**config.mk**
```make
export PLATFORM = sky130hd
export DESIGN_NAME = lite_uart
export DESIGN_NICKNAME = d
export VERILOG_FILES = /design/src/rtl/lite_uart_pkg.sv /design/src/rtl/lite_uart_fifo.sv /design/src/rtl/lite_uart_sync.sv /design/src/rtl/lite_uart_tx.sv /design/src/rtl/lite_uart_rx.sv /design/src/rtl/lite_uart.sv
export SDC_FILE = /design/constraint.sdc
export NUM_CORES = 1
export LEC_CHECK = 0
export BUFFER_PORTS_ARGS = -buffer_cell sky130_fd_sc_hd__buf_2
export CORE_ASPECT_RATIO = 1.2
export CORE_MARGIN = 10
export CORE_UTILIZATION = 55
export CTS_CLUSTER_SIZE = 40
export DETAILED_ROUTE_END_ITERATION = 10
export GPL_ROUTABILITY_DRIVEN = 1
export GPL_TIMING_DRIVEN = 0
export PLACE_DENSITY = 0.74
export SLEW_MARGIN = 20
export SYNTH_ARGS = -nofsm -noshare
export SYNTH_HDL_FRONTEND = slang
export SYNTH_SLANG_ARGS = --single-unit
```
**constraint.sdc**
```tcl
create_clock -name clk -period 4.5 [get_ports clk]
set_input_delay 0.9 -clock clk [delete_from_list [all_inputs] [get_ports clk]]
set_output_delay 0.9 -clock clk [all_outputs]
set_load 0.01 [all_outputs]
```
**src/rtl/lite_uart_pkg.sv**
```systemverilog
package lite_uart_pkg;

   typedef enum logic [1:0] {
      LN_IDLE,
      LN_START,
      LN_DATA,
      LN_STOP
   } line_st_e;

   // status word bit positions
   localparam int unsigned SB_RX_AVAIL = 0;
   localparam int unsigned SB_TX_SPACE = 1;
   localparam int unsigned SB_RX_IDLE  = 2;
   localparam int unsigned SB_TX_IDLE  = 3;
   localparam int unsigned SB_OVERRUN  = 4;
   localparam int unsigned SB_TX_FULL  = 5;
   localparam int unsigned SB_RTS      = 6;
   localparam int unsigned SB_CTS      = 7;
   localparam int unsigned SB_TX_EMPTY = 8;
   localparam int unsigned SB_DONE     = 9;

   // word indices
   localparam logic [2:0] W_DATA = 3'd0;
   localparam logic [2:0] W_IEN  = 3'd1;
   localparam logic [2:0] W_IID  = 3'd2;
   localparam logic [2:0] W_LINE = 3'd3;
   localparam logic [2:0] W_CTRL = 3'd4;
   localparam logic [2:0] W_STAT = 3'd5;
   localparam logic [2:0] W_DIV  = 3'd6;

   // free-entry count at which automatic RTS drops
   function automatic logic [7:0] rts_free_limit(input logic [1:0] code);
      case (code)
         2'd0:    rts_free_limit = 8'd3;
         2'd1:    rts_free_limit = 8'd2;
         2'd2:    rts_free_limit = 8'd1;
         default: rts_free_limit = 8'd4;
      endcase
   endfunction

endpackage

```
**src/rtl/lite_uart_fifo.sv**
```systemverilog
module lite_uart_fifo #(
   parameter int unsigned WIDTH = 8,
   parameter int unsigned DEPTH = 8,
   localparam int unsigned AW   = $clog2(DEPTH),
   localparam int unsigned CW   = AW + 1
) (
   input  logic             clk,
   input  logic             rst_n,
   input  logic             flush,
   input  logic             push,
   input  logic [WIDTH-1:0] din,
   input  logic             pop,
   output logic [WIDTH-1:0] dout,
   output logic [CW-1:0]    count,
   output logic             full,
   output logic             empty
);

   logic [WIDTH-1:0] mem [DEPTH];
   logic [AW-1:0]    wr_ptr, rd_ptr;
   logic             do_push, do_pop;

   assign full    = (count == CW'(DEPTH));
   assign empty   = (count == '0);
   assign do_push = push && !full;
   assign do_pop  = pop && !empty;
   assign dout    = mem[rd_ptr];

   always_ff @(posedge clk) begin
      if (do_push && !flush) mem[wr_ptr] <= din;
   end

   always_ff @(posedge clk or negedge rst_n) begin
      if (!rst_n) begin
         wr_ptr <= '0;
         rd_ptr <= '0;
         count  <= '0;
      end else if (flush) begin
         wr_ptr <= '0;
         rd_ptr <= '0;
         count  <= '0;
      end else begin
         if (do_push) wr_ptr <= wr_ptr + 1'b1;
         if (do_pop)  rd_ptr <= rd_ptr + 1'b1;
         case ({do_push, do_pop})
            2'b10:   count <= count + 1'b1;
            2'b01:   count <= count - 1'b1;
            default: count <= count;
         endcase
      end
   end

endmodule

```
**src/rtl/lite_uart_sync.sv**
```systemverilog
module lite_uart_sync #(
   parameter int unsigned STAGES  = 2,
   parameter logic        RST_VAL = 1'b0
) (
   input  logic clk,
   input  logic rst_n,
   input  logic d,
   output logic q
);

   logic [STAGES-1:0] chain;

   generate
      for (genvar i = 0; i < STAGES; i++) begin : g_stage
         if (i == 0) begin : g_first
            always_ff @(posedge clk or negedge rst_n) begin
               if (!rst_n) chain[0] <= RST_VAL;
               else        chain[0] <= d;
            end
         end else begin : g_next
            always_ff @(posedge clk or negedge rst_n) begin
               if (!rst_n) chain[i] <= RST_VAL;
               else        chain[i] <= chain[i-1];
            end
         end
      end
   endgenerate

   assign q = chain[STAGES-1];

endmodule

```
**src/rtl/lite_uart_tx.sv**
```systemverilog
module lite_uart_tx
   import lite_uart_pkg::*;
#(
   parameter int unsigned OSR = 8,
   localparam int unsigned SW = $clog2(OSR)
) (
   input  logic       clk,
   input  logic       rst_n,
   input  logic       tick,
   input  logic       enable,
   input  logic       seven,
   input  logic       cts_ok,
   input  logic       brk,
   input  logic       have_data,
   input  logic [7:0] din,
   output logic       pop,
   output logic       txd,
   output logic       idle
);

   localparam logic [SW-1:0] SUB_LAST = SW'(OSR - 1);

   line_st_e   st;
   logic [SW-1:0] sub;
   logic [2:0] idx;
   logic [7:0] sh;
   logic       line_lvl;
   logic [2:0] last_idx;

   assign last_idx = seven ? 3'd6 : 3'd7;
   assign idle     = (st == LN_IDLE);
   assign pop      = idle && tick && enable && have_data && cts_ok;

   always_comb begin
      case (st)
         LN_START: line_lvl = 1'b0;
         LN_DATA:  line_lvl = sh[0];
         default:  line_lvl = 1'b1;
      endcase
   end

   always_ff @(posedge clk or negedge rst_n) begin
      if (!rst_n) begin
         st  <= LN_IDLE;
         sub <= '0;
         idx <= '0;
         sh  <= '0;
         txd <= 1'b1;
      end else begin
         txd <= brk ? 1'b0 : line_lvl;
         case (st)
            LN_IDLE: begin
               if (pop) begin
                  sh  <= din;
                  sub <= '0;
                  st  <= LN_START;
               end
            end
            LN_START: begin
               if (tick) begin
                  if (sub == SUB_LAST) begin
                     sub <= '0;
                     idx <= '0;
                     st  <= LN_DATA;
                  end else begin
                     sub <= sub + 1'b1;
                  end
               end
            end
            LN_DATA: begin
               if (tick) begin
                  if (sub == SUB_LAST) begin
                     sub <= '0;
                     sh  <= {1'b1, sh[7:1]};
                     if (idx == last_idx) st <= LN_STOP;
                     else                 idx <= idx + 1'b1;
                  end else begin
                     sub <= sub + 1'b1;
                  end
               end
            end
            default: begin
               if (tick) begin
                  if (sub == SUB_LAST) begin
                     sub <= '0;
                     st  <= LN_IDLE;
                  end else begin
                     sub <= sub + 1'b1;
                  end
               end
            end
         endcase
      end
   end

endmodule

```
**src/rtl/lite_uart_rx.sv**
```systemverilog
module lite_uart_rx
   import lite_uart_pkg::*;
#(
   parameter int unsigned OSR = 8,
   localparam int unsigned SW = $clog2(OSR)
) (
   input  logic       clk,
   input  logic       rst_n,
   input  logic       tick,
   input  logic       enable,
   input  logic       seven,
   input  logic       rxd_s,
   output logic       push,
   output logic [7:0] dout,
   output logic       idle
);

   localparam logic [SW-1:0] SUB_MID = SW'(OSR / 2 - 1);

   line_st_e   st;
   logic [SW-1:0] sub;
   logic [2:0] idx;
   logic [7:0] sh;
   logic       prev;
   logic       mid;
   logic [2:0] last_idx;

   assign last_idx = seven ? 3'd6 : 3'd7;
   assign idle     = (st == LN_IDLE);
   assign mid      = tick && (sub == SUB_MID);

   always_ff @(posedge clk or negedge rst_n) begin
      if (!rst_n) begin
         st   <= LN_IDLE;
         sub  <= '0;
         idx  <= '0;
         sh   <= '0;
         prev <= 1'b1;
         push <= 1'b0;
         dout <= '0;
      end else begin
         prev <= rxd_s;
         push <= 1'b0;
         if (st != LN_IDLE && tick) sub <= sub + 1'b1;
         case (st)
            LN_IDLE: begin
               if (enable && prev && !rxd_s) begin
                  sub <= '0;
                  st  <= LN_START;
               end
            end
            LN_START: begin
               if (mid) begin
                  if (rxd_s) begin
                     st <= LN_IDLE;
                  end else begin
                     idx <= '0;
                     st  <= LN_DATA;
                  end
               end
            end
            LN_DATA: begin
               if (mid) begin
                  sh <= {rxd_s, sh[7:1]};
                  if (idx == last_idx) st <= LN_STOP;
                  else                 idx <= idx + 1'b1;
               end
            end
            default: begin
               if (mid) begin
                  push <= 1'b1;
                  dout <= seven ? {1'b0, sh[7:1]} : sh;
                  st   <= LN_IDLE;
               end
            end
         endcase
      end
   end

endmodule

```
**src/rtl/lite_uart.sv**
```systemverilog
module lite_uart
   import lite_uart_pkg::*;
#(
   parameter int unsigned DEPTH       = 8,
   parameter int unsigned DIV_W       = 16,
   parameter int unsigned OSR         = 8,
   parameter int unsigned SYNC_STAGES = 2,
   localparam int unsigned CNT_W      = $clog2(DEPTH) + 1
) (
   input  logic        clk,
   input  logic        rst_n,
   input  logic        bus_wr,
   input  logic        bus_rd,
   input  logic [2:0]  bus_addr,
   input  logic [31:0] bus_wdata,
   output logic [31:0] bus_rdata,
   output logic        irq,
   output logic        txd,
   input  logic        rxd,
   output logic        rts_o,
   input  logic        cts_i
);

   generate
      if (DEPTH < 2 || DEPTH > 128 || (DEPTH & (DEPTH - 1)) != 0) begin : g_bad_depth
         $error("DEPTH must be a power of two from 2 to 128");
      end
      if (OSR < 4 || (OSR & (OSR - 1)) != 0) begin : g_bad_osr
         $error("OSR must be a power of two of at least 4");
      end
      if (DIV_W < 1 || DIV_W > 32) begin : g_bad_div
         $error("DIV_W must lie in 1..32");
      end
      if (SYNC_STAGES < 2) begin : g_bad_sync
         $error("SYNC_STAGES must be at least 2");
      end
   endgenerate

   // control state
   logic             ien_rx_q, ien_tx_q;
   logic             eight_q, brk_q;
   logic             rx_en_q, tx_en_q, auto_rts_q, auto_cts_q, rts_inv_q, cts_inv_q;
   logic [1:0]       rts_code_q;
   logic [DIV_W-1:0] div_q, baud_cnt;
   logic             ovf_q, rts_q;

   logic wr_data, wr_ien, wr_iid, wr_line, wr_ctrl, wr_div, rd_data, rd_stat;
   assign wr_data = bus_wr && bus_addr == W_DATA;
   assign wr_ien  = bus_wr && bus_addr == W_IEN;
   assign wr_iid  = bus_wr && bus_addr == W_IID;
   assign wr_line = bus_wr && bus_addr == W_LINE;
   assign wr_ctrl = bus_wr && bus_addr == W_CTRL;
   assign wr_div  = bus_wr && bus_addr == W_DIV;
   assign rd_data = bus_rd && bus_addr == W_DATA;
   assign rd_stat = bus_rd && bus_addr == W_STAT;

   always_ff @(posedge clk or negedge rst_n) begin
      if (!rst_n) begin
         ien_rx_q   <= 1'b0;
         ien_tx_q   <= 1'b0;
         eight_q    <= 1'b1;
         brk_q      <= 1'b0;
         rx_en_q    <= 1'b1;
         tx_en_q    <= 1'b1;
         auto_rts_q <= 1'b0;
         auto_cts_q <= 1'b0;
         rts_code_q <= 2'd0;
         rts_inv_q  <= 1'b0;
         cts_inv_q  <= 1'b0;
         div_q      <= '0;
      end else begin
         if (wr_ien) begin
            ien_rx_q <= bus_wdata[0];
            ien_tx_q <= bus_wdata[1];
         end
         if (wr_line) begin
            eight_q <= bus_wdata[0];
            brk_q   <= bus_wdata[6];
         end
         if (wr_ctrl) begin
            rx_en_q    <= bus_wdata[0];
            tx_en_q    <= bus_wdata[1];
            auto_rts_q <= bus_wdata[2];
            auto_cts_q <= bus_wdata[3];
            rts_code_q <= bus_wdata[5:4];
            rts_inv_q  <= bus_wdata[6];
            cts_inv_q  <= bus_wdata[7];
         end
         if (wr_div) div_q <= bus_wdata[DIV_W-1:0];
      end
   end

   // oversample tick
   logic tick;
   assign tick = (baud_cnt >= div_q);
   always_ff @(posedge clk or negedge rst_n) begin
      if (!rst_n)    baud_cnt <= '0;
      else if (tick) baud_cnt <= '0;
      else           baud_cnt <= baud_cnt + 1'b1;
   end

   // input synchronizers
   logic cts_s, rxd_s;
   lite_uart_sync #(.STAGES(SYNC_STAGES), .RST_VAL(1'b0)) u_cts_sync (
      .clk(clk), .rst_n(rst_n), .d(cts_i), .q(cts_s));
   lite_uart_sync #(.STAGES(SYNC_STAGES), .RST_VAL(1'b1)) u_rxd_sync (
      .clk(clk), .rst_n(rst_n), .d(rxd), .q(rxd_s));

   // FIFOs
   logic             tx_pop, tx_full, tx_empty, rx_push, rx_full, rx_empty;
   logic [7:0]       tx_head, rx_head, rx_char;
   logic [CNT_W-1:0] tx_count, rx_count;

   lite_uart_fifo #(.WIDTH(8), .DEPTH(DEPTH)) u_tx_fifo (
      .clk(clk), .rst_n(rst_n), .flush(wr_iid && bus_wdata[2]),
      .push(wr_data), .din(bus_wdata[7:0]), .pop(tx_pop), .dout(tx_head),
      .count(tx_count), .full(tx_full), .empty(tx_empty));

   lite_uart_fifo #(.WIDTH(8), .DEPTH(DEPTH)) u_rx_fifo (
      .clk(clk), .rst_n(rst_n), .flush(wr_iid && bus_wdata[1]),
      .push(rx_push), .din(rx_char), .pop(rd_data), .dout(rx_head),
      .count(rx_count), .full(rx_full), .empty(rx_empty));

   // flow control
   logic       cts_ok;
   logic [7:0] rx_count8, rx_free, rts_limit;
   logic       rts_want;
   assign cts_ok    = !auto_cts_q || (cts_s ^ cts_inv_q);
   assign rx_count8 = 8'(rx_count);
   assign rx_free   = 8'(DEPTH) - rx_count8;
   assign rts_limit = rts_free_limit(rts_code_q);
   assign rts_want  = !auto_rts_q || (rx_free > rts_limit);

   always_ff @(posedge clk or negedge rst_n) begin
      if (!rst_n) rts_q <= 1'b1;
      else        rts_q <= rts_want ^ (auto_rts_q && rts_inv_q);
   end
   assign rts_o = rts_q;

   // serial engines
   logic tx_idle, rx_idle;
   lite_uart_tx #(.OSR(OSR)) u_tx (
      .clk(clk), .rst_n(rst_n), .tick(tick), .enable(tx_en_q), .seven(!eight_q),
      .cts_ok(cts_ok), .brk(brk_q), .have_data(!tx_empty), .din(tx_head),
      .pop(tx_pop), .txd(txd), .idle(tx_idle));

   lite_uart_rx #(.OSR(OSR)) u_rx (
      .clk(clk), .rst_n(rst_n), .tick(tick), .enable(rx_en_q), .seven(!eight_q),
      .rxd_s(rxd_s), .push(rx_push), .dout(rx_char), .idle(rx_idle));

   // overrun flag: a new drop wins over a clearing read
   always_ff @(posedge clk or negedge rst_n) begin
      if (!rst_n)                  ovf_q <= 1'b0;
      else if (rx_push && rx_full) ovf_q <= 1'b1;
      else if (rd_stat)            ovf_q <= 1'b0;
   end

   // interrupts
   logic       rx_pend, tx_pend;
   logic [2:0] iid;
   assign rx_pend = ien_rx_q && !rx_empty;
   assign tx_pend = ien_tx_q && tx_empty;
   always_comb begin
      if (rx_pend)      iid = 3'b100;
      else if (tx_pend) iid = 3'b010;
      else              iid = 3'b001;
   end
   assign irq = rx_pend || tx_pend;

   // status word
   logic [31:0] stat;
   always_comb begin
      stat              = '0;
      stat[SB_RX_AVAIL] = !rx_empty;
      stat[SB_TX_SPACE] = !tx_full;
      stat[SB_RX_IDLE]  = rx_idle;
      stat[SB_TX_IDLE]  = tx_idle;
      stat[SB_OVERRUN]  = ovf_q;
      stat[SB_TX_FULL]  = tx_full;
      stat[SB_RTS]      = rts_q;
      stat[SB_CTS]      = cts_s;
      stat[SB_TX_EMPTY] = tx_empty;
      stat[SB_DONE]     = tx_empty && tx_idle;
      stat[23:16]       = rx_count8;
      stat[31:24]       = 8'(tx_count);
   end

   always_comb begin
      case (bus_addr)
         W_DATA:  bus_rdata = {24'd0, rx_head};
         W_IEN:   bus_rdata = {30'd0, ien_tx_q, ien_rx_q};
         W_IID:   bus_rdata = {29'd0, iid};
         W_LINE:  bus_rdata = {24'd0, brk_q, 5'd0, 1'b1, eight_q};
         W_CTRL:  bus_rdata = {24'd0, cts_inv_q, rts_inv_q, rts_code_q,
                               auto_cts_q, auto_rts_q, tx_en_q, rx_en_q};
         W_STAT:  bus_rdata = stat;
         W_DIV:   bus_rdata = 32'(div_q);
         default: bus_rdata = '0;
      endcase
   end

endmodule

```
==> metrics.cfg, run 1 <==
[status]
status = complete, no violations

[final_layout]
layout_commonest_cell = edfxtp_1
antennaDiodeCount = 0
seqCellArea_sq_um = 6681
drive_above_1_share_pct = 24.54
fillers = 1517
fin_area_sq_um = 12700
multi_input_area_sq_um = 4262
mostFrequentLayoutCells = edfxtp_1 (128), dfrtp_1 (105), buf_2 (61)
finalNonFillerCells = 1198
syn_to_final_growth_pct = 12.95
final_core_util_pct = 62.93
num-nets-final = 997

[worst_setup_path]
cp_data_arrival_time_ns = 4.25
r2r-end = u_tx_fifo.count[2]$_DFFE_PN0P_
start_kind = register
required_ns = 4.95
critPathKind = reg2reg
critical_path.max_fanout = 10
r2r-start = div_q[15]$_DFFE_PN0P_
ff2ff_path_depth = 15
rrSetupSlack_ns = 0.70
critPathCaptureType = register

[worst_hold_path]
hold_class = in2async

[floorplanning]
die_area_sq_um = 26590
rows = 57
die_w_microns = 150.5
boundaryPins = 76
dieHeight_microns = 176.6
initial_core_util_pct = 55.71
core-area_sq_um = 20180

[place]
dp_hpwl_microns = 16760
place_congestion = 0.8178
dp.cells = 1154
placed_cell_area_sq_um = 11940
portBuffers = 51

[timing]
fin_worst_skew_ns = 0.01889
slew_headroom_pct = 35.39
hold_violations = 0
period_share_pct = 84.43
worst_pin_slew_ns = 0.9656
slew_violations = 0
fmax_mhz = 263.2
rsz0062_at_grt = no
finalSetupViolCount = 0
post-route-min-period_ns = 3.800
final.setup.tns_ns = 0

[route]
vias = 6908
dr.pass1.iters = 4
vias_per_cell = 5.766
drt_iter0_drc = 372
routed_wl_microns = 23630
drc = 0
ant_nets = 0
wl_per_cell_microns = 19.72

[cts]
cts_root_buf = clkbuf_16
cts-hold-fix-buffers = 0
clk_pin_slew_worst_paths_ns = 0.07
clock_latency_ns = 0.53
cts_setup_buffers = 0
cts_tree = built
cts_resized = 0
htree_levels = 1
cts.sinks = 241
numCtsBuffers = 24
cts_buffer_depth = 3

[power_and_ir_drop]
max-vdd-ir-drop_uv = 357.6
power.density_nw_per_um2 = 456.9
swShare_pct = 29.21
p_int_w = 0.004108
p_sw_w = 0.001695
p_comb_share_pct = 20.8
p_seq_share_pct = 46.3
clockPowerShare_pct = 32.8
cellLeakagePower_nw = 5.069

[yosys]
ys.flop_type = edfxtp_1
synth-seq-cells = 241
avgSynthCellArea_sq_um = 13.56
seq_area_frac_synth_pct = 59.42
synth_edf_count = 128
syn_area_sq_um = 11240
synth_warnings = 0
synthCells = 829
synth_cell_types = 67
ys_async_sr_fraction_pct = 46.89

[global_route]
grt_max_degree = 81
grt_usage_pct = 18.12
grt_pass1_vias = 7204
grt_first_pass_wirelength_microns = 38380
overflow = 0
antenna_found_initial = 0

[job]
cap_violations = 0

synth_stat cells, drive strengths merged, types with 12 or more instances:
library cell,n,area share [%]
and2,12,0.67
mux2i,30,2.7
nor2,60,2.0
mux2,54,5.4
a21oi,27,1.6
xor2,13,1.0
nor3,21,0.93
inv,45,1.5
ha,40,4.5
dfrtp,105,23
xnor2,16,1.2
o21ai,24,1.1
buf,22,1.2
edfxtp,128,34
clkbuf,18,0.61
nand3,13,0.58
mux4,33,6.6
nand2,59,2.0
state kept, by name, indices dropped and copies added, names as in the netlist, 2 cells and up:
register,count
u_tx_fifo.rd_ptr,3
div_q,16
rts_code_q,2
u_rx.idx,3
baud_cnt,16
u_tx_fifo.wr_ptr,3
u_tx_fifo.mem,64
u_rx_fifo.wr_ptr,3
u_rx.sub,3
u_rx_fifo.count,4
u_rx.st,2
u_tx.sub,3
u_tx_fifo.count,4
u_rx.dout,8
u_tx.sh,8
u_tx.idx,3
u_rx_fifo.rd_ptr,3
u_rx.sh,8
u_tx.st,2
u_rx_fifo.mem,64
worst max-delay path, cell delays in order (launching register included):
cell      delay, ns
dfrtp_1        0.35
inv_1          0.07
ha_1           0.31
nand4_1        0.18
or3_1          0.43
o31a_2         0.43
buf_6          0.19
a21oi_2        0.32
ha_1           0.21
clkbuf_1       0.24
xor2_1         0.18
ha_1           0.16
a21oi_1        0.05
xor2_1         0.15
or3_1          0.31
a21oi_1        0.16
per-layer routing:
metal  GRT usage (%)  share of wire (%)
met5               0                  0
met4           7.218                3.6
met1           21.88                 40
met2           32.25                 53
met3           2.021                4.0
logic make-up (layout without fill, tap and decap cells):
family | Yosys count | after routing | synth area share (%)
flops | 241 | 241 | 59.42
simple gates | 210 | 210 | 8.891
mux | 117 | 117 | 14.69
compound gates | 105 | 105 | 6.788
buf+inv | 85 | 182 | 3.294
fa+ha+maj | 41 | 41 | 4.629
xor+xnor | 29 | 29 | 2.259
other cells | 1 | 8 | 0.03335
power by group through the flow:
| stage | Clock (W) | Sequential [W] | Combinational (W) |
|---|---|---|---|
| 2_1_floorplan | 0 | 0.00267 | 0.000886 |
| 3_3_place_gp | 0 | 0.00272 | 0.00116 |
| 3_5_place_dp | 0 | 0.00273 | 0.00121 |
| 4_1_cts | 0.00194 | 0.00269 | 0.00122 |
| 5_1_grt | 0.00202 | 0.00272 | 0.00135 |
| 6_report | 0.00190 | 0.00269 | 0.00121 |
cell type report:
| type | count | area share [%] |
|---|---|---|
| multi-input cells | 510 | 33.55 |
| flip-flops and latches | 241 | 52.61 |
| plain buffers | 40 | 1.586 |
| repair buffers | 53 | 2.315 |
| inverters | 45 | 1.330 |
| well taps | 265 | 2.611 |
| clock inverters | 19 | 1.241 |
| clock buffers | 25 | 4.758 |
metrics by stage:
| step | setup WS, ns | total power (W) | hold WS, ns |
|---|---|---|---|
| floorplan | 1.126 | 0.003557 | 0.3312 |
| global placement | 0.7641 | 0.003880 | 0.3467 |
| detailed placement | 0.6869 | 0.003936 | 0.3489 |
| CTS | 0.6836 | 0.005849 | 0.2674 |
| global route | 0.3519 | 0.006092 | 0.2917 |
| finish | 0.7004 | 0.005803 | 0.2696 |
how the worst max path moves through the flow:
stage / startpoint / slack (ns) / end
finish: div_q[15]$_DFFE_PN0P_ / 0.70 / u_tx_fifo.count[2]$_DFFE_PN0P_
global route: div_q[6]$_DFFE_PN0P_ / 0.35 / u_tx_fifo.count[2]$_DFFE_PN0P_
CTS: div_q[15]$_DFFE_PN0P_ / 0.68 / u_tx_fifo.count[2]$_DFFE_PN0P_
detailed placement: div_q[15]$_DFFE_PN0P_ / 0.69 / u_tx_fifo.count[2]$_DFFE_PN0P_
global placement: baud_cnt[15]$_DFF_PN0_ / 0.76 / u_tx_fifo.count[2]$_DFFE_PN0P_
floorplan: baud_cnt[13]$_DFF_PN0_ / 1.13 / u_tx_fifo.count[2]$_DFFE_PN0P_
No activity file was read; power rests on OpenSTA's default activity.
==> inputs of run 2 (changes only) <==
--- a/config.mk
+++ b/config.mk
@@ -13,7 +13,7 @@
 export DETAILED_ROUTE_END_ITERATION = 10
 export GPL_ROUTABILITY_DRIVEN = 1
 export GPL_TIMING_DRIVEN = 0
-export PLACE_DENSITY = 0.74
+export PLACE_DENSITY = 0.76
 export SLEW_MARGIN = 20
 export SYNTH_ARGS = -nofsm -noshare
 export SYNTH_HDL_FRONTEND = slang
==> constraint.sdc (replaced) <==
create_clock -name clk -period 3.39 [get_ports clk]
set_input_delay 0.678 -clock clk [delete_from_list [all_inputs] [get_ports clk]]
set_output_delay 0.678 -clock clk [all_outputs]
set_load 0.01 [all_outputs]
==> run 2 against run 1 <==
  * Total power up 33%
  * Global-route usage is 0.089 points lower
  * Utilization grew 0.84 points
  * Sequential power increased by 34%
  * Highest routed layer unchanged
==> metrics.cfg, run 2 (synthesized netlist as in run 1, its figures left out) <==
[cts]
clk_pin_slew_worst_paths_ns = 0.06  ; was 0.07 ns
cts_buffer_depth = 3  ; unchanged
cts_root_buf = clkbuf_16  ; unchanged
clock_latency_ns = 0.53  ; about the same
numCtsBuffers = 24  ; unchanged
cts-hold-fix-buffers = 0  ; unchanged
cts.sinks = 241  ; unchanged
cts_tree = built  ; unchanged
htree_levels = 1  ; unchanged

[timing]
period_share_pct = 98.07
slew_violations = 0  ; unchanged
whs_ns = 0.1296  ; was 0.2696 ns
rsz0062_at_grt = yes  ; was no
worst_pin_slew_ns = 0.9054  ; was 0.9656 ns
fmax_mhz = 300.8
fin_ws_ns = 0.06539  ; was 0.7004 ns
fin_worst_skew_ns = 0.01640  ; was 0.01889 ns
finalSetupViolCount = 0  ; unchanged
post-route-min-period_ns = 3.325
hold_violations = 0  ; unchanged
slew_headroom_pct = 39.42  ; was 35.39%

[floorplanning]
core-area_sq_um = 20180  ; unchanged
dieHeight_microns = 176.6  ; unchanged
boundaryPins = 76  ; unchanged
die_area_sq_um = 26590  ; unchanged
rows = 57  ; unchanged
die_w_microns = 150.5  ; unchanged
initial_core_util_pct = 55.71  ; unchanged

[worst_setup_path]
r2r-start = baud_cnt[13]$_DFF_PN0_  ; was div_q[15]$_DFFE_PN0P_
required_ns = 2.71  ; was 4.95 ns
critPathCaptureType = output pin  ; was register
rrSetupSlack_ns = 0.16  ; was 0.70 ns
critPathKind = reg2out  ; was reg2reg
cp_data_arrival_time_ns = 2.65  ; was 4.25 ns
critical_path.max_fanout = 8  ; was 10
startpoint = u_rx_fifo.rd_ptr[0]$_DFFE_PN0P_  ; was div_q[15]$_DFFE_PN0P_
start_kind = register  ; unchanged

[final_layout]
fillers = 1492  ; was 1517
num-nets-final = 1005  ; was 997
antennaDiodeCount = 0  ; unchanged
multi_input_area_sq_um = 4397  ; was 4262 sq um
mostFrequentLayoutCells = edfxtp_1 (128), dfrtp_1 (104), buf_2 (59), nor2_1 (59), nand2_1 (59)  ; was edfxtp_1 (128), dfrtp_1 (105), buf_2 (61)
seqCellArea_sq_um = 6683  ; was 6681 sq um
fin_area_sq_um = 12870  ; was 12700 sq um
finalNonFillerCells = 1206  ; was 1198
layout_commonest_cell = edfxtp_1  ; unchanged
largestRegisters = u_rx_fifo.mem (64), u_tx_fifo.mem (64)  ; unchanged
syn_to_final_growth_pct = 14.45  ; was 12.95%
drive_above_1_share_pct = 26.25  ; was 24.54%

[place]
portBuffers = 51  ; unchanged
dp_slack_ns = -0.4562  ; was 0.6869 ns
placed_cell_area_sq_um = 11940  ; unchanged
place_congestion = 0.8487  ; was 0.8178
dp.cells = 1154  ; unchanged
dp_hpwl_microns = 16780  ; was 16760 microns

[route]
vias_per_cell = 5.717  ; was 5.766
drc = 0  ; unchanged
ant_nets = 0  ; unchanged
wl_per_cell_microns = 19.89  ; was 19.72 microns
drt_iter0_drc = 377  ; was 372
vias = 6895  ; was 6908
routed_wl_microns = 23990  ; was 23630 microns
dr.pass1.iters = 5  ; was 4

[power_and_ir_drop]
cellLeakagePower_nw = 5.124  ; was 5.069 nW
power.density_nw_per_um2 = 601.3  ; was 456.9 nW/um^2
max-vdd-ir-drop_uv = 524.8  ; was 357.6 uV

[global_route]
grt_max_degree = 59  ; was 81
grt_pass1_vias = 7051  ; was 7204
grt_usage_pct = 18.03  ; was 18.12%
grt_first_pass_wirelength_microns = 37810  ; was 38380 microns
overflow = 0  ; unchanged
antenna_found_initial = 0  ; unchanged

[job]
cap_violations = 0  ; unchanged

[status]
status = complete, no violations  ; unchanged

[worst_hold_path]
hold_class = in2async  ; unchanged

[run 2: cell type report]
cell class                 count  share of cell area (%)
sequential                   241                   51.93
timing repair buffer          64                   2.926
clock inverter                11                  0.5444
buffer                        37                   1.546
tap                          265                   2.576
clock buffer                  33                   5.007
inverter                      45                   1.312
multi-input combinational    510                   34.16
[run 2: worst paths after layout]
| kind | end | cells after the start |
|---|---|---|
| setup reg to reg | u_tx_fifo.count[3]$_DFFE_PN0P_ | 12 |
| setup / recovery | bus_rdata[0] | 7 |
| hold reg to reg | u_rxd_sync.q$_DFF_PN1_ | 0 |
| min in group clk | u_rxd_sync.chain[0]$_DFF_PN1_ | 1 |
| max in group asynchronous | rts_o$_DFF_PN1_ | 2 |
| hold / removal | u_tx.idx[2]$_DFFE_PN0P_ | 1 |
[run 2: layer usage]
layer,part of all wire [%],track usage [%]
met1,38,20.96
met2,55,33.24
met3,4.9,2.916
met4,2.0,5.191
met5,0,0
[run 2: power breakdown]
part           switching [W]  internal [W]
registers           0.000281       0.00332
logic               0.000880      0.000821
clock network        0.00110       0.00134
total                0.00226       0.00548
[run 2: timing repair]
item / CTS / global route
setup buffers: 1 / 10
setup endpoints to repair: 4 / 4
resized for setup: 13 / 12
pin swaps: 1 / 4
[run 2: through the flow]
step                setup TNS, ns  utilization [%]  power [W]
global placement           -1.803            58.75   0.005135
global route             -0.02646            63.77   0.008121
finish                          0            63.77   0.007739
floorplan                       0                -   0.004721
detailed placement        -0.8766            59.15   0.005224
CTS                             0            63.01   0.007711
[run 2: worst max-delay path, cell delays in order, from the launching register on]
cell and delay, ns:
dfrtp_1 0.37, buf_6 0.16, mux4_2 0.51, mux2_4 0.27, mux4_2 0.48, nor2_4 0.10, a21oi_2 0.06, buf_2 0.17
==> inputs of run 3 (changes only) <==
--- a/config.mk
+++ b/config.mk
@@ -13,7 +13,7 @@
 export DETAILED_ROUTE_END_ITERATION = 10
 export GPL_ROUTABILITY_DRIVEN = 1
 export GPL_TIMING_DRIVEN = 0
-export PLACE_DENSITY = 0.76
+export PLACE_DENSITY = 0.74
 export SLEW_MARGIN = 20
 export SYNTH_ARGS = -nofsm -noshare
 export SYNTH_HDL_FRONTEND = slang
==> constraint.sdc (replaced) <==
create_clock -name clk -period 3.3 [get_ports clk]
set_input_delay 0.66 -clock clk [delete_from_list [all_inputs] [get_ports clk]]
set_output_delay 0.66 -clock clk [all_outputs]
set_load 0.01 [all_outputs]
==> run 3 against run 2 <==
  * Routed wire length up 3.9%
  * Utilization up 0.87 points
  * Design area up 1.4%
  * Total power up 7.2%
  * Cell count up 0.91%
  * Clock power up 13%
  * Sequential share of layout area down 0.70 points
  * First-iteration DRC count down 4.0%
  * Worst hold slack worse by 0.12 ns
  * Critical path depth unchanged
  * Sequential cell count unchanged
  * Critical endpoint unchanged
  * Largest power group unchanged
  * Highest routed layer unchanged
==> metrics.cfg, run 3 (synthesized netlist as in run 1, its figures left out) <==
[place]
placed_cell_area_sq_um = 11940  ; about the same
dp_slack_ns = -0.4623  ; was -0.4562 ns
place_congestion = 0.8512  ; was 0.8487
portBuffers = 51  ; unchanged
dp.cells = 1154  ; unchanged
dp_hpwl_microns = 17260  ; was 16780 microns

[power_and_ir_drop]
cellLeakagePower_nw = 5.213  ; was 5.124 nW
p_seq_share_pct = 44.8  ; was 46.6%
p_total_w = 0.008298  ; was 0.007739 W
p_int_w = 0.005902  ; was 0.005480 W
p_comb_share_pct = 22.1  ; was 22.0%
max-vdd-ir-drop_uv = 527.2  ; was 524.8 uV
p_sw_w = 0.002397  ; was 0.002259 W
clockPowerShare_pct = 33.1  ; was 31.4%
power.density_nw_per_um2 = 636.1  ; was 601.3 nW/um^2
swShare_pct = 28.88  ; was 29.19%

[cts]
cts-hold-fix-buffers = 0  ; unchanged
cts_tree = built  ; unchanged
cts_root_buf = clkbuf_16  ; unchanged
clock_latency_ns = 0.53  ; about the same
htree_levels = 1  ; unchanged
clk_pin_slew_worst_paths_ns = 0.06  ; about the same
cts.sinks = 241  ; unchanged
cts_buffer_depth = 3  ; unchanged
numCtsBuffers = 24  ; unchanged

[worst_hold_path]
hold_class = in2async  ; unchanged

[timing]
rsz0062_at_grt = yes  ; unchanged
final.setup.tns_ns = 0  ; unchanged
post-route-min-period_ns = 3.299
period_share_pct = 99.97
slew_violations = 0  ; unchanged
slew_headroom_pct = 38.21  ; was 39.42%
hold_violations = 0  ; unchanged
fmax_mhz = 303.1
fin_worst_skew_ns = 0.02945  ; was 0.01640 ns
finalSetupViolCount = 0  ; unchanged
fin_ws_ns = 0.001060  ; was 0.06539 ns
worst_pin_slew_ns = 0.9234  ; was 0.9054 ns

[route]
drt_iter0_drc = 362  ; was 377
vias_per_cell = 5.756  ; was 5.717
routed_wl_microns = 24920  ; was 23990 microns
wl_per_cell_microns = 20.48  ; was 19.89 microns
ant_nets = 0  ; unchanged
drc = 0  ; unchanged
dr.pass1.iters = 5  ; unchanged
vias = 7005  ; was 6895

[global_route]
grt_first_pass_wirelength_microns = 39970  ; was 37810 microns
grtUsageMet1_pct = 22.26  ; was 20.96%
grt_pass1_vias = 7449  ; was 7051
grt_max_degree = 82  ; was 59
grt_usage_pct = 19.04  ; was 18.03%
use_met3_pct = 2.302  ; was 2.916%
overflow = 0  ; unchanged
top_usage_layer = met2  ; unchanged
antenna_found_initial = 0  ; unchanged
met2_usage_pct = 34.55  ; was 33.24%

[final_layout]
num-nets-final = 1016  ; was 1005
fin_area_sq_um = 13050  ; was 12870 sq um
layout_commonest_cell = edfxtp_1  ; unchanged
finalNonFillerCells = 1217  ; was 1206
multi_input_area_sq_um = 4407  ; was 4397 sq um
seqCellArea_sq_um = 6683  ; unchanged
largestRegisters = u_rx_fifo.mem (64), u_tx_fifo.mem (64)  ; unchanged
drive_above_1_share_pct = 27.73  ; was 26.25%
antennaDiodeCount = 0  ; unchanged
fillers = 1487  ; was 1492
mostFrequentLayoutCells = edfxtp_1 (128), dfrtp_1 (104), nor2_1 (59), nand2_1 (59), buf_2 (58)  ; was edfxtp_1 (128), dfrtp_1 (104), buf_2 (59), nor2_1 (59), nand2_1 (59)
syn_to_final_growth_pct = 16.02  ; was 14.45%

[floorplanning]
boundaryPins = 76  ; unchanged
die_w_microns = 150.5  ; unchanged
rows = 57  ; unchanged
die_area_sq_um = 26590  ; unchanged
initial_core_util_pct = 55.71  ; unchanged
core-area_sq_um = 20180  ; unchanged
dieHeight_microns = 176.6  ; unchanged

[worst_setup_path]
required_ns = 2.64  ; was 2.71 ns
start_kind = register  ; unchanged
cp_data_arrival_time_ns = 2.64  ; was 2.65 ns
critical_path.max_fanout = 3  ; was 8
critPathKind = reg2out  ; unchanged
critPathCaptureType = output pin  ; unchanged

[status]
status = complete, no violations  ; unchanged

[job]
cap_violations = 0  ; unchanged

-- run 3: cell count changes in the layout (fill, tap and decap cells not counted), moves of 2 or more --
cell       previous run  this run
clkbuf_1             23        19
buf_4                19        31
clkinv_1              3         5
inv_2                 0         2
clkinv_2              4         1
ha_1                 35        33
inv_1                45        43
bufinv_16             0         3
-- run 3: worst max-delay path, cell delays in order, from the launching register on --
cell and delay, ns:
dfrtp_1 0.37, buf_6 0.13, mux4_2 0.51, mux2_4 0.29
mux4_2 0.46, nor2_2 0.10, a21oi_2 0.06, buf_2 0.18
-- run 3: area by class of cell --
type / count / area share, %
Inverter: 45 / 1.295
Sequential cell: 241 / 51.22
Clock buffer: 30 / 4.853
Timing Repair Buffer: 75 / 3.520
Tap cell: 265 / 2.541
Clock inverter: 14 / 1.237
Multi-Input combinational cell: 510 / 33.78
Buffer: 37 / 1.554
-- run 3: per-stage QoR --
stage / utilization, % / hold slack (ns)
after floorplan: - / 0.3312
after global placement: 58.79 / 0.3472
after detailed placement: 59.17 / 0.3468
after CTS: 63.93 / 0.01431
after global routing: 64.64 / 0.02767
final: 64.64 / 0.007636
-- run 3: power groups by stage --
stage / Sequential, W / Combinational (W) / Clock (W)
2_1_floorplan: 0.00364 / 0.00121 / 0
3_3_place_gp: 0.00371 / 0.00158 / 0
3_5_place_dp: 0.00373 / 0.00166 / 0
5_1_grt: 0.00374 / 0.00203 / 0.00291
4_1_cts: 0.00370 / 0.00178 / 0.00279
6_report: 0.00371 / 0.00184 / 0.00275
-- run 3: worst paths after layout --
kind | cells past startpoint | endpoint | slack [ns] | startpoint
max in group asynchronous | 2 | u_rxd_sync.q$_DFF_PN1_ | 2.51 | rst_n
worst max-delay path | 7 | bus_rdata[0] | 0.001 | u_rx_fifo.rd_ptr[0]$_DFFE_PN0P_
worst min-delay path | 1 | u_tx_fifo.wr_ptr[0]$_DFFE_PN0P_ | 0.008 | rst_n
min in group clk | 1 | u_rxd_sync.chain[0]$_DFF_PN1_ | 0.25 | rxd
worst max register to register | 13 | u_tx_fifo.count[2]$_DFFE_PN0P_ | 0.14 | baud_cnt[7]$_DFF_PN0_
worst min register to register | 0 | u_rxd_sync.q$_DFF_PN1_ | 0.36 | u_rxd_sync.chain[0]$_DFF_PN1_
-- run 3: repair_timing --
| action | 4_1_cts | 5_1_grt |
|---|---|---|
| endpoints found under the setup margin | 9 | 5 |
| gates resized for setup | 17 | 16 |
| buffers inserted | 13 | 9 |
| pin swaps | 4 | 8 |
-- run 3: layer usage --
layer,part of all wire (%),routed length (microns)
met4,3.5,868
met2,54,13500
met5,0,0
met3,4.0,987
met1,38,9566
